[src/rtl/slt_pkg.sv]
package slt_pkg;
   // Registered outcome of one check operation
   typedef enum logic [1:0] {
      CHK_IDLE    = 2'd0,
      CHK_PASS    = 2'd1,
      CHK_RECOVER = 2'd2
   } chk_res_e;
endpackage

[src/rtl/slt_match.sv]
module slt_match #(
   parameter int N     = 16,
   parameter int TAG_W = 29,
   parameter int REG_W = 7
) (
   input  logic [N-1:0]             valid_i,
   input  logic [N-1:0][TAG_W-1:0]  tag_i,
   input  logic [N-1:0][REG_W-1:0]  dst_i,
   input  logic [TAG_W-1:0]         st_tag_i,
   input  logic [REG_W-1:0]         ld_dst_i,
   input  logic [REG_W-1:0]         chk_dst_i,
   output logic [N-1:0]             st_hit_o,
   output logic [N-1:0]             ld_hit_o,
   output logic [N-1:0]             chk_hit_o
);
   // One comparator set per entry, all qualified by the entry being valid
   for (genvar g = 0; g < N; g++) begin : g_cmp
      assign st_hit_o[g]  = valid_i[g] && (tag_i[g] == st_tag_i);
      assign ld_hit_o[g]  = valid_i[g] && (dst_i[g] == ld_dst_i);
      assign chk_hit_o[g] = valid_i[g] && (dst_i[g] == chk_dst_i);
   end
endmodule

[src/rtl/slt_alloc.sv]
module slt_alloc #(
   parameter int N = 16
) (
   input  logic         clk_i,
   input  logic         rst_ni,
   input  logic         clr_i,
   input  logic [N-1:0] busy_i,
   input  logic         take_i,
   output logic [N-1:0] grant_o
);
   localparam int IW = (N > 1) ? $clog2(N) : 1;
   localparam logic [IW-1:0] LAST = IW'(N - 1);

   logic [IW-1:0] rr_q;
   logic [N-1:0]  free_pick;
   logic [N-1:0]  victim;
   logic          full;

   assign full = &busy_i;

   // Lowest-index free slot wins
   always_comb begin
      free_pick = '0;
      for (int i = N - 1; i >= 0; i--) begin
         if (!busy_i[i]) begin
            free_pick    = '0;
            free_pick[i] = 1'b1;
         end
      end
   end

   always_comb begin
      victim = '0;
      for (int i = 0; i < N; i++) begin
         if (rr_q == IW'(i)) victim[i] = 1'b1;
      end
   end

   assign grant_o = full ? victim : free_pick;

   always_ff @(posedge clk_i) begin
      if (!rst_ni || clr_i) begin
         rr_q <= '0;
      end else if (take_i && full) begin
         rr_q <= (rr_q == LAST) ? '0 : rr_q + 1'b1;
      end
   end

   // an allocation always lands on exactly one slot
   p_grant_onehot_r9: assert property (@(posedge clk_i) disable iff (!rst_ni)
      take_i |-> $onehot(grant_o));
   // the victim pointer never leaves the table
   p_ptr_range_r9: assert property (@(posedge clk_i) disable iff (!rst_ni)
      rr_q <= LAST);
endmodule

[src/rtl/spec_load_tracker.sv]
module spec_load_tracker
   import slt_pkg::*;
#(
   parameter int ENTRIES  = 16,
   parameter int ADDR_W   = 32,
   parameter int REG_W    = 7,
   parameter int GRAN_LSB = 3
) (
   input  logic              clk_i,
   input  logic              rst_ni,
   input  logic              flush_i,
   input  logic              ld_valid_i,
   input  logic [ADDR_W-1:0] ld_addr_i,
   input  logic [REG_W-1:0]  ld_dst_i,
   input  logic              ld_fault_i,
   input  logic              st_valid_i,
   input  logic [ADDR_W-1:0] st_addr_i,
   input  logic              chk_valid_i,
   input  logic [REG_W-1:0]  chk_dst_i,
   output logic              chk_done_o,
   output logic              chk_pass_o,
   output logic              recover_o,
   output logic [REG_W-1:0]  recover_dst_o
);
   localparam int TAG_W = ADDR_W - GRAN_LSB;

   // Elaboration-time parameter checks
   if (ENTRIES < 2) begin : g_bad_entries
      $error("spec_load_tracker: ENTRIES must be at least 2");
   end
   if (GRAN_LSB < 0 || GRAN_LSB >= ADDR_W) begin : g_bad_gran
      $error("spec_load_tracker: GRAN_LSB must lie inside the address");
   end
   if (REG_W < 1) begin : g_bad_reg
      $error("spec_load_tracker: REG_W must be positive");
   end

   logic [ENTRIES-1:0]             valid_q, valid_d;
   logic [ENTRIES-1:0]             poison_q, poison_d;
   logic [ENTRIES-1:0][TAG_W-1:0]  tag_q, tag_d;
   logic [ENTRIES-1:0][REG_W-1:0]  dst_q, dst_d;
   logic [TAG_W-1:0]               ld_tag, st_tag;
   logic [ENTRIES-1:0]             st_hit, ld_hit, chk_hit, grant, ld_slot;
   logic                           take;
   chk_res_e                       res_q, res_d;
   logic [REG_W-1:0]               rdst_q;

   // Granule tag extraction; the variant depends on the granule size
   if (GRAN_LSB == 0) begin : g_tag_byte
      assign ld_tag = ld_addr_i;
      assign st_tag = st_addr_i;
   end else begin : g_tag_gran
      logic unused_low;
      assign ld_tag     = ld_addr_i[ADDR_W-1:GRAN_LSB];
      assign st_tag     = st_addr_i[ADDR_W-1:GRAN_LSB];
      assign unused_low = ^{ld_addr_i[GRAN_LSB-1:0], st_addr_i[GRAN_LSB-1:0]};
   end

   slt_match #(.N(ENTRIES), .TAG_W(TAG_W), .REG_W(REG_W)) u_match (
      .valid_i   (valid_q),
      .tag_i     (tag_q),
      .dst_i     (dst_q),
      .st_tag_i  (st_tag),
      .ld_dst_i  (ld_dst_i),
      .chk_dst_i (chk_dst_i),
      .st_hit_o  (st_hit),
      .ld_hit_o  (ld_hit),
      .chk_hit_o (chk_hit)
   );

   // A new slot is needed only when the register is not yet tracked
   assign take    = ld_valid_i && !(|ld_hit) && !flush_i;
   assign ld_slot = (|ld_hit) ? ld_hit : grant;

   slt_alloc #(.N(ENTRIES)) u_alloc (
      .clk_i   (clk_i),
      .rst_ni  (rst_ni),
      .clr_i   (flush_i),
      .busy_i  (valid_q),
      .take_i  (take),
      .grant_o (grant)
   );

   // Order inside a cycle: store snoop, check free, load write, flush
   always_comb begin
      valid_d  = valid_q;
      poison_d = poison_q;
      tag_d    = tag_q;
      dst_d    = dst_q;
      if (st_valid_i)  poison_d = poison_q | st_hit;
      if (chk_valid_i) valid_d  = valid_q & ~chk_hit;
      if (ld_valid_i) begin
         for (int i = 0; i < ENTRIES; i++) begin
            if (ld_slot[i]) begin
               valid_d[i]  = 1'b1;
               poison_d[i] = ld_fault_i;
               tag_d[i]    = ld_tag;
               dst_d[i]    = ld_dst_i;
            end
         end
      end
      if (flush_i) begin
         valid_d  = '0;
         poison_d = '0;
      end
   end

   // Check outcome: the same-cycle store is seen, the same-cycle load is not
   always_comb begin
      logic found, bad;
      found = |chk_hit;
      bad   = |(chk_hit & (poison_q | (st_valid_i ? st_hit : '0)));
      if (!chk_valid_i)                res_d = CHK_IDLE;
      else if (flush_i || !found || bad) res_d = CHK_RECOVER;
      else                             res_d = CHK_PASS;
   end

   always_ff @(posedge clk_i) begin
      if (!rst_ni) begin
         valid_q  <= '0;
         poison_q <= '0;
         tag_q    <= '0;
         dst_q    <= '0;
         res_q    <= CHK_IDLE;
         rdst_q   <= '0;
      end else begin
         valid_q  <= valid_d;
         poison_q <= poison_d;
         tag_q    <= tag_d;
         dst_q    <= dst_d;
         res_q    <= res_d;
         rdst_q   <= (res_d == CHK_RECOVER) ? chk_dst_i : '0;
      end
   end

   assign chk_done_o    = (res_q != CHK_IDLE);
   assign chk_pass_o    = (res_q == CHK_PASS);
   assign recover_o     = (res_q == CHK_RECOVER);
   assign recover_dst_o = rdst_q;

   // a flush leaves nothing tracked
   p_flush_empty_r1: assert property (@(posedge clk_i) disable iff (!rst_ni)
      flush_i |=> (valid_q == '0));
   // every check is answered in the next cycle
   p_done_next_r12: assert property (@(posedge clk_i) disable iff (!rst_ni)
      chk_valid_i |=> chk_done_o);
   // no result without a check in the previous cycle
   p_no_spurious_r12: assert property (@(posedge clk_i) disable iff (!rst_ni)
      !chk_valid_i |=> !chk_done_o);
   // an untracked register always triggers recovery
   p_missing_r6: assert property (@(posedge clk_i) disable iff (!rst_ni)
      (chk_valid_i && !(|chk_hit)) |=> recover_o);
   // a store leaves every entry it hit poisoned or gone
   p_store_poison_r3: assert property (@(posedge clk_i) disable iff (!rst_ni)
      (st_valid_i && !ld_valid_i && !chk_valid_i && !flush_i)
      |=> (($past(st_hit) & valid_q & ~poison_q) == '0));
   // a register is never tracked by two entries
   p_unique_dst_r8: assert property (@(posedge clk_i) disable iff (!rst_ni)
      ld_valid_i |-> ($countones(ld_hit) <= 1));
endmodule

[config.mk]
export PLATFORM = sky130hd
export DESIGN_NAME = spec_load_tracker
export DESIGN_NICKNAME = d
export VERILOG_FILES = /design/src/rtl/slt_pkg.sv /design/src/rtl/slt_match.sv /design/src/rtl/slt_alloc.sv /design/src/rtl/spec_load_tracker.sv
export SDC_FILE = /design/constraint.sdc
export NUM_CORES = 2
export LEC_CHECK = 0
export BUFFER_PORTS_ARGS = -buffer_cell sky130_fd_sc_hd__buf_2
export CAP_MARGIN = 20
export CORE_MARGIN = 3
export CORE_UTILIZATION = 33
export CTS_CLUSTER_DIAMETER = 120
export DETAILED_ROUTE_END_ITERATION = 12
export REMOVE_ABC_BUFFERS = 1
export SYNTH_ARGS = -nofsm -noshare
export SYNTH_HDL_FRONTEND = slang
export SYNTH_SLANG_ARGS = --single-unit
[constraint.sdc]
create_clock -name clk_i -period 4.6 [get_ports clk_i]
set_input_delay 0.46 -clock clk_i [delete_from_list [all_inputs] [get_ports clk_i]]
set_output_delay 0.46 -clock clk_i [all_outputs]
set_load 0.02 [all_outputs]
==> impl_metrics.yaml <==
status:
  status: "finished clean"
pwr:
  total_power_w: 0.0121
  power_frac_clock_pct: 46.8
  power.combinational.fraction_pct: 8.5
  power.share.switching_pct: 25.8
  power-per-cell-area_mw_per_mm2: 346
  cell_internal_power_w: 0.00901
  pwr-share-seq_pct: 44.7
  vdd_drop_max_mv: 0.253
  p_switching_w: 0.00314
  total_leakage_power_nw: 11.9
route:
  wl_met1_um: 45900
  routed-wl-met3_um: 6500
  postRouteAntennaNets: 0
  drcViolationCount: 0
  detail_route.wl_per_cell_um: 21.3
  highest_layer: "met5"
  first_iter_violations: 2098
  drt-total-wl_um: 104000
  detailroute.via_count: 25200
  wl_met2_um: 48800
  post_drt_via_cell_ratio: 5.16
  drt_pass1_iterations: 5
die:
  num_rows: 112
  floorplan.die.height_um: 315
  start_util_pct: 33.5
  ios: 95
  die_w_um: 315
  die-area_sq_mm: 0.0990
  core_area_sq_mm: 0.0939
synthesis:
  synth_area_per_cell_sq_um: 8.62
  ys_warn_count: 0
  post_synth_num_cell_types: 51
  postSynth.topFlopCell: "sky130_fd_sc_hd__dfxtp_1"
  synth-seq-cells: 621
  synth_async_sr_flop_share_pct: 0
  seq_area_frac_synth_pct: 39.6
  synthesis.instances: 3646
  syn-cell-area_sq_mm: 0.0314
  synth_enable_flop_cells: 0
clock_network:
  cts_hold_repair.buffers: 0
  post-cts-setup-buffer-count: 0
  h-tree-depth: 3
  numCtsBuffers: 67
  cts-root-buf: "sky130_fd_sc_hd__clkbuf_16"
  clk_latency_ns: 0.65
  ctsLongestPathBuffers: 3
  worst_setup_hold_path_clk_slew_ns: 0.06
  clkSinkCount: 621
  ctsResizeCount: 0
  clock_tree_from_tritoncts: "built"
layout:
  mostFrequentLayoutCell: "sky130_fd_sc_hd__dfxtp_1"
  num-nets-final: 3659
  layout-drive-gt1-share_pct: 10.3
  area.growth.synth_to_final_pct: 11.6
  fillerInstances: 9645
  post-route-util_pct: 37.4
  most-common-layout-cells: "sky130_fd_sc_hd__dfxtp_1, sky130_fd_sc_hd__nand2_1, sky130_fd_sc_hd__xnor2_1, sky130_fd_sc_hd__nand3_1, sky130_fd_sc_hd__o21ai_0"
  final_cells: 4880
global_routing:
  via_count_of_the_first_global_routing_pass: 23200
  overall_track_demand_over_capacity_in_global_routing_pct: 20.7
  grt_first_pass_wirelength_um: 155000
  globalRouteOverflowTotal: 0
  maximum_number_of_pins_on_one_net_before_global_route_repair: 138
  grt_antenna_before_repair: 12
worst_setup_path:
  critical_path.endpoint_type: "flip-flop"
  critPathKind: "flip-flop to flip-flop"
  timing.critical_path.from_type: "flip-flop"
  timing.critical_path.from: "valid_q[1]"
  r2r_start: "valid_q[1]"
  crit_path_max_fanout: 15
  worst_ep_required_time_ns: 5.14
  worst_path_arrival_time_ns: 3.79
placed_design:
  port_buffers: 88
  post-dp-hpwl_um: 66100
  dp_cells: 4755
  globalplace.congestion: 0.830
hold_path:
  hp-start: "ld_addr_i[31]"
  worst_hold_check_path_type: "input pin to flip-flop"
timing:
  unrepaired_setup_endpoints_after_global_routing: "false"
  finalSetupTns_ns: 0
  report.final.hold_viol_count: 0
  timing.clock.skew_ns: 0.0451
  max_clock_freq_mhz: 308
  max_slew.worst_pin.slew_ns: 0.940
  worst_slew_margin_rel_pct: 36.8
  timing.final.crit_period_ns: 3.25
  post-route-period-util_pct: 70.6
  final_setup_fails: 0
  slew_viol_final: 0
flow_run:
  max_cap_violations: 0
==> layout make-up <==
cell class	instances	area, sq um	share of cell area [%]
Multi-Input combinational cell	2673	17300	49.3
Sequential cell	621	12400	35.4
Tap cell	1254	1570	4.47
Clock buffer	96	1950	5.55
Timing Repair Buffer	191	1400	3.99
Clock inverter	22	365	1.04
Antenna cell	7	17.5	0.0499
Inverter	16	60.1	0.171
==> routing by layer <==
layer | vias to the layer above | track usage [%]
li1 | 12100 | -
met1 | 12200 | 27.9
met2 | 712 | 34.1
met3 | 174 | 2.85
met4 | 6 | 6.38
met5 | - | 0
==> cells in the mapped netlist, drive strengths merged, types with 5 or more instances <==
cell type	instances	area, sq um
dfxtp	621	12400
mux2i	119	1190
nand3	308	1540
a21boi	182	1440
a32oi	6	52.6
clkbuf	128	480
buf	208	1240
nand4	146	926
xnor2	468	4100
nor4	69	459
a41o	17	170
nor2b	117	732
o21ai	288	1440
inv	16	60.1
xor2	220	1930
a22oi	5	37.5
o31a	11	96.3
nand2	550	2110
and2	8	50.1
nor3	7	55.1
a21oi	41	209
nor2	72	270
o31ai	10	159
==> through the flow <==
step	setup WS, ns	hold WS (ns)	instance area (sq um)
2_1_floorplan	-1.57	0.442	29700
3_3_place_gp	0.793	0.448	32700
3_5_place_dp	0.776	0.454	32700
4_1_cts	1.34	0.242	35100
5_1_grt	1.09	0.272	35100
6_report	1.35	0.282	35100
==> critical path, stage by stage (launching register included) <==
cell and delay (ns):
sky130_fd_sc_hd__dfxtp_1 0.55, sky130_fd_sc_hd__and4_1 0.36, sky130_fd_sc_hd__and4_1 0.30, sky130_fd_sc_hd__nand4_2 0.21
sky130_fd_sc_hd__nor3_2 0.34, sky130_fd_sc_hd__a21oi_1 0.16, sky130_fd_sc_hd__o31ai_4 0.72, sky130_fd_sc_hd__buf_4 0.32
sky130_fd_sc_hd__nand3_1 0.09, sky130_fd_sc_hd__o21ai_0 0.10
==> cell families (layout without fill, tap and decap cells) <==
| logic type | after synthesis | count (layout) | share of synthesized area (%) |
|---|---|---|---|
| xor gates and xnor gates | 688 | 688 | 19.2 |
| and+or+nand+nor | 1296 | 1296 | 20.0 |
| DFF | 621 | 621 | 39.6 |
| adders and majority gates | 4 | 4 | 0.159 |
| AOI/OAI and AO/OA | 566 | 566 | 11.6 |
| other | 0 | 7 | 0 |
| muxes | 119 | 119 | 3.79 |
| buffers and inverters | 352 | 325 | 5.67 |
==> sequential cells by signal, summed over array words and instances (netlist names) <==
register       count
valid_q           16
poison_q          16
dst_q            112
tag_q            464
recover_dst_o      7
res_q              2
u_alloc.rr_q       4
==> path summary, 6_finish.rpt <==
path,endpoint,slack (ns),cells after the start
worst max-delay path,dst_q[26],1.35,9
worst min-delay path,tag_q[376],0.28,3
worst max register to register,dst_q[26],1.35,9
worst min register to register,tag_q[358],0.46,2
==> power groups by stage <==
stage | clock network, W | logic (W) | registers (W)
4_1_cts | 0.00576 | 0.00103 | 0.00543
6_report | 0.00568 | 0.00103 | 0.00543
3_5_place_dp | 0 | 0.00102 | 0.00555
2_1_floorplan | 0 | 0.000391 | 0.00555
3_3_place_gp | 0 | 0.00102 | 0.00555
5_1_grt | 0.00597 | 0.00108 | 0.00543
No activity file was read; power rests on OpenSTA's default activity.
